## src/rtl/cable_dbnc_pkg.sv

```systemverilog
package cable_dbnc_pkg;

  // Width of a counter that must hold values 0 .. limit-1.
  function automatic int unsigned span_width(input int unsigned limit);
    return (limit < 2) ? 1 : $clog2(limit);
  endfunction

  // Total edges from a raw rise to acceptance: two sync stages plus the window.
  function automatic int unsigned accept_latency(input int unsigned limit);
    return limit + 2;
  endfunction

endpackage

```

## src/rtl/conn_sync2.sv

```systemverilog
module conn_sync2 #(
  parameter int unsigned WIDTH = 3
) (
  input  logic             clk,
  input  logic             rst,
  input  logic [WIDTH-1:0] d_async,
  output logic [WIDTH-1:0] q_sync
);
  logic [WIDTH-1:0] stage1;

  always_ff @(posedge clk) begin
    if (rst) begin
      stage1 <= '0;
      q_sync <= '0;
    end else begin
      stage1 <= d_async;
      q_sync <= stage1;
    end
  end
endmodule

```

## src/rtl/port_stability_timer.sv

```systemverilog
module port_stability_timer
  import cable_dbnc_pkg::*;
#(
  parameter int unsigned LIMIT = 16465920
) (
  input  logic clk,
  input  logic rst,
  input  logic conn_s,
  output logic link,
  output logic change_evt
);
  localparam int unsigned CW = span_width(LIMIT);
  localparam logic [CW-1:0] LAST = CW'(LIMIT - 1);

  logic [CW-1:0] stable_cnt;
  logic          accept_now;
  logic          drop_now;

  always_comb begin
    accept_now = conn_s && !link && (stable_cnt == LAST);
    drop_now   = !conn_s && link;
    change_evt = accept_now || drop_now;
  end

  always_ff @(posedge clk) begin
    if (rst) begin
      link       <= 1'b0;
      stable_cnt <= '0;
    end else if (!conn_s) begin
      link       <= 1'b0;
      stable_cnt <= '0;
    end else if (!link) begin
      if (accept_now) begin
        link       <= 1'b1;
        stable_cnt <= '0;
      end else begin
        stable_cnt <= stable_cnt + 1'b1;
      end
    end
  end

  assert_connect_stable_R1: assert property (@(posedge clk) disable iff (rst)
    $rose(link) |-> (conn_s && $past(conn_s)));

  assert_drop_immediate_R2: assert property (@(posedge clk) disable iff (rst)
    !conn_s |=> !link);

  assert_count_bounded_R6: assert property (@(posedge clk) disable iff (rst)
    stable_cnt <= LAST);

  assert_restart_on_drop_R6: assert property (@(posedge clk) disable iff (rst)
    !conn_s |=> (stable_cnt == '0));
endmodule

```

## src/rtl/cable_link_watch.sv

```systemverilog
module cable_link_watch
  import cable_dbnc_pkg::*;
#(
  parameter int unsigned NPORTS          = 3,
  parameter int unsigned DEBOUNCE_CYCLES = 16465920
) (
  input  logic              clk,
  input  logic              rst,
  input  logic [NPORTS-1:0] raw_conn,
  output logic [NPORTS-1:0] link_up,
  output logic              bus_reset_req,
  output logic              no_cable
);
  logic [NPORTS-1:0] conn_s;
  logic [NPORTS-1:0] port_evt;

  conn_sync2 #(.WIDTH(NPORTS)) i_sync (
    .clk     (clk),
    .rst     (rst),
    .d_async (raw_conn),
    .q_sync  (conn_s)
  );

  for (genvar p = 0; p < NPORTS; p++) begin : g_port
    port_stability_timer #(.LIMIT(DEBOUNCE_CYCLES)) i_timer (
      .clk        (clk),
      .rst        (rst),
      .conn_s     (conn_s[p]),
      .link       (link_up[p]),
      .change_evt (port_evt[p])
    );
  end

  always_ff @(posedge clk) begin
    if (rst) bus_reset_req <= 1'b0;
    else     bus_reset_req <= |port_evt;
  end

  assign no_cable = ~|conn_s;

  assert_reset_clear_R4: assert property (@(posedge clk)
    rst |=> ((link_up == '0) && !bus_reset_req));

  assert_req_on_change_R3: assert property (@(posedge clk) disable iff (rst)
    (link_up != $past(link_up)) |-> bus_reset_req);

  assert_req_only_on_change_R7: assert property (@(posedge clk) disable iff (rst)
    bus_reset_req |-> (link_up != $past(link_up)));

  assert_nocable_clears_links_R5: assert property (@(posedge clk) disable iff (rst)
    no_cable |=> (link_up == '0));
endmodule

```

## config.mk

```make
export PLATFORM = sky130hd
export DESIGN_NAME = cable_link_watch
export DESIGN_NICKNAME = d
export VERILOG_FILES = /design/src/rtl/cable_dbnc_pkg.sv /design/src/rtl/conn_sync2.sv /design/src/rtl/port_stability_timer.sv /design/src/rtl/cable_link_watch.sv
export SDC_FILE = /design/constraint.sdc
export NUM_CORES = 1
export LEC_CHECK = 0
export BUFFER_PORTS_ARGS = -buffer_cell sky130_fd_sc_hd__buf_2
export CORE_ASPECT_RATIO = 1.5
export CORE_MARGIN = 4
export CORE_UTILIZATION = 60
export DETAILED_ROUTE_END_ITERATION = 7
export HOLD_SLACK_MARGIN = 0.1
export PLACE_DENSITY = 0.81
export SYNTH_ARGS = -nofsm -noshare
export SYNTH_HDL_FRONTEND = slang
export SYNTH_SLANG_ARGS = --single-unit
```

## constraint.sdc

```tcl
create_clock -name clk -period 2.45 [get_ports clk]
set_clock_uncertainty 0.15 [all_clocks]
set_input_delay 0.49 -clock clk [delete_from_list [all_inputs] [get_ports clk]]
set_output_delay 0.49 -clock clk [all_outputs]
set_load 0.05 [all_outputs]
```

==> results.sh <==
export IMPL_drt_iter0_markers=150
export IMPL_p_int_mw=1.98
export IMPL_worst_slew_pin_slew_ns=0.510
export IMPL_grt_pass1_vias=3087
export IMPL_hold_path_class="in2reg"
export IMPL_path_cells="ha_1, nand2_1, or4_4, o21ai_1, buf_4, a21oi_1"
export IMPL_run_status="complete, no violations"
export IMPL_drive_gt1_frac=0.0940
export IMPL_drt_wirelength_per_cell_um=14.2
export IMPL_arrival_ns=2.32
export IMPL_grt_overflow=0
export IMPL_timing_final_crit_share=0.912
export IMPL_hold_viol_final=0
export IMPL_die_y_um=105
export IMPL_netlist_instances=434
export IMPL_fmax_mhz=448
export IMPL_num_nets_final=451
export IMPL_cts_sinks=82
export IMPL_regArea_um2=1640
export IMPL_wirelength_um=7390
export IMPL_fillers=498
export IMPL_drc=0
export IMPL_antenna_found_initial=0
export IMPL_syn_avg_cell_area_um2=8.74
export IMPL_path_buf_inv=1
export IMPL_async_flop_share=0
export IMPL_place_inst=506
export IMPL_path_clk_slew_ns=0.08
export IMPL_power_density_nw_per_um2=599
export IMPL_setup_viol=0
export IMPL_grt_max_degree=21
export IMPL_vias_per_cell=5.99
export IMPL_fp_dieArea_um2=7680
export IMPL_p_comb_frac=0.014
export IMPL_p_leak_nw=1.31
export IMPL_multi_input_area_um2=2010
export IMPL_ys_warn_count=0
export IMPL_stdcell_count=521
export IMPL_cts_made_buffers=9
export IMPL_synth_cell_type_count=46
export IMPL_start_kind="flip-flop"
export IMPL_initial_utilization=0.618
export IMPL_antenna_cells=0
export IMPL_cts_tree="yes"
export IMPL_slew_violations=0
export IMPL_ys_seq_elements=82
export IMPL_die_width_um=72.9
export IMPL_crit_path_end_kind="flip-flop"
export IMPL_clkPwrFrac=0.443
export IMPL_regToRegSetupSlack_ns=0.22
export IMPL_syn_num_nets=442
export IMPL_root_buffer="clkbuf_8"
export IMPL_seq_power_share=0.543
export IMPL_critPathMaxFanout=13
export IMPL_place_congestion=0.817
export IMPL_ctsHtreeMaxLevel=3
export IMPL_vdd_drop_max_mv=0.391
export IMPL_swShare=0.201
export IMPL_dpl_hpwl_um=5250
export IMPL_critPathMaxStageDelay_ns=0.61
export IMPL_critPathKind="reg2reg"
export IMPL_cp_slowest_cell="or4_4"
export IMPL_clk_latency_ns=0.35
export IMPL_post_route_min_period_ns=2.23
export IMPL_grt_pass1_wl_um=13400
export IMPL_area_growth_pct=8.81
export IMPL_grt_usage=0.217
export IMPL_portBuffers=9
export IMPL_pin_count=10
export IMPL_cp_data_required_time_ns=2.53
export IMPL_core_area_um2=6130
export IMPL_p_switching_uw=497
export IMPL_vias=3120
export IMPL_slew_headroom=0.656
export IMPL_synth_flop_cell="dfxtp_1"
export IMPL_rows=35
export IMPL_setup_tns_final_ns=0
export IMPL_cpLargestDelayFamily="simple AND/OR/NAND/NOR gates"
export IMPL_syn_area_um2=3790
export IMPL_synth_edff_count=0
export IMPL_clk_path_buf_depth=2
export IMPL_rsz0062_at_grt="false"
export IMPL_first_pass_iters=5
export IMPL_fin_hold_ws_ns=0.198
export IMPL_drv_cap=0
export IMPL_ant_nets=0
export IMPL_seq_area_frac_synth=0.433
-- cells in the final DEF, fill, tap and decap left out, drive strengths merged, types with 2 or more instances in the layout --
cell	instances
nand2	29
nor4	2
and4	9
a31oi	2
nor3	3
clkbuf	11
inv	11
bufinv	2
and3	9
ha	3
o21bai	2
or2	2
o31ai	20
xor2	22
or3	13
o211ai	2
nand2b	3
nand4	20
dfxtp	82
a21oi	36
nand3	21
and4b	4
or4	24
nor2b	11
nand4b	3
buf	19
nor2	43
and2	2
xnor2	14
o21ai	12
-- state kept, by name, summed over array words and instances (netlist names) --
| name | cells |
|---|---|
| g_port.i_timer.stable_cnt | 72 |
| g_port.i_timer.link | 3 |
| i_sync.q_sync | 3 |
| i_sync.stage1 | 3 |
| bus_reset_req | 1 |
-- cell families (layout without fill, tap and decap cells) --
| family | Yosys count | in the layout | synth area share |
|---|---|---|---|
| xor+xnor | 36 | 36 | 0.0832 |
| fa+ha+maj | 3 | 3 | 0.00990 |
| buf+inv | 31 | 44 | 0.0383 |
| compound gates | 80 | 80 | 0.128 |
| simple gates | 202 | 202 | 0.308 |
| flops | 82 | 82 | 0.433 |
-- cells in the mapped netlist, drive strengths merged (2+ instances only) --
cell type | n | area share
and2 | 2 | 0.0033
buf | 13 | 0.020
dfxtp | 82 | 0.43
nor4 | 2 | 0.0033
and3 | 9 | 0.015
o21bai | 2 | 0.0040
inv | 10 | 0.0099
nand3 | 21 | 0.028
o21ai | 12 | 0.016
ha | 3 | 0.0099
xnor2 | 14 | 0.032
or3 | 13 | 0.021
xor2 | 22 | 0.051
nand2b | 3 | 0.0050
nor3 | 3 | 0.0040
nand4 | 20 | 0.035
or4 | 24 | 0.049
nor2 | 43 | 0.043
o211ai | 2 | 0.0040
clkbuf | 8 | 0.0079
and4 | 9 | 0.021
o31ai | 20 | 0.040
a21oi | 36 | 0.048
and4b | 4 | 0.011
nand2 | 29 | 0.029
nor2b | 11 | 0.018
a31oi | 2 | 0.0033
or2 | 2 | 0.0033
nand4b | 3 | 0.011
-- layout make-up --
class | count | area share
multi-input combinational | 321 | 0.487
sequential | 82 | 0.398
tap | 74 | 0.0224
clock inverter | 4 | 0.0179
timing repair buffer | 19 | 0.0291
inverter | 10 | 0.00910
clock buffer | 11 | 0.0367
-- power by group through the flow --
stage                     Sequential, mW  Combinational [mW]  Clock (mW)
after global placement              1.37              0.0340           0
after floorplan                     1.37              0.0223           0
after global routing                1.34              0.0386        1.18
after CTS                           1.34              0.0345        1.12
final                               1.34              0.0341        1.10
after detailed placement            1.37              0.0344           0
-- routing by layer --
layer	track usage	wire (um)	vias up
li1	-	-	1608
met1	0.252	3190	1461
met2	0.379	3890	45
met3	0.0429	215	6
met4	0.0923	96	0
met5	0	0	-
-- repair_timing --
item | in CTS | in global routing
resized for setup | 0 | 1
hold buffers | 0 | 0
setup buffers | 0 | 0
endpoints found under the setup margin | 0 | 4
-- metrics by stage --
step	power, mW	utilization	setup WS [ns]	area, um2
final	2.47	0.673	0.216	4130
after global routing	2.56	0.673	0.0632	4130
after CTS	2.50	0.672	0.136	4120
after detailed placement	1.41	0.636	0.164	3900
after global placement	1.41	0.636	0.243	3900
after floorplan	1.39	-	0.400	3790
-- final timing paths --
check                                               start                                       endpoint  depth (start not counted)
max          g_port[1].i_timer.stable_cnt[1]$_SDFFE_PP0N_  g_port[1].i_timer.stable_cnt[23]$_SDFFE_PP0N_                          6
min                                           raw_conn[1]                    i_sync.stage1[1]$_SDFF_PP0_                          2
max reg2reg  g_port[1].i_timer.stable_cnt[1]$_SDFFE_PP0N_  g_port[1].i_timer.stable_cnt[23]$_SDFFE_PP0N_                          6
min reg2reg                   i_sync.stage1[1]$_SDFF_PP0_                    i_sync.q_sync[1]$_SDFF_PP0_                          1
Power figures use the tool's default switching activity.
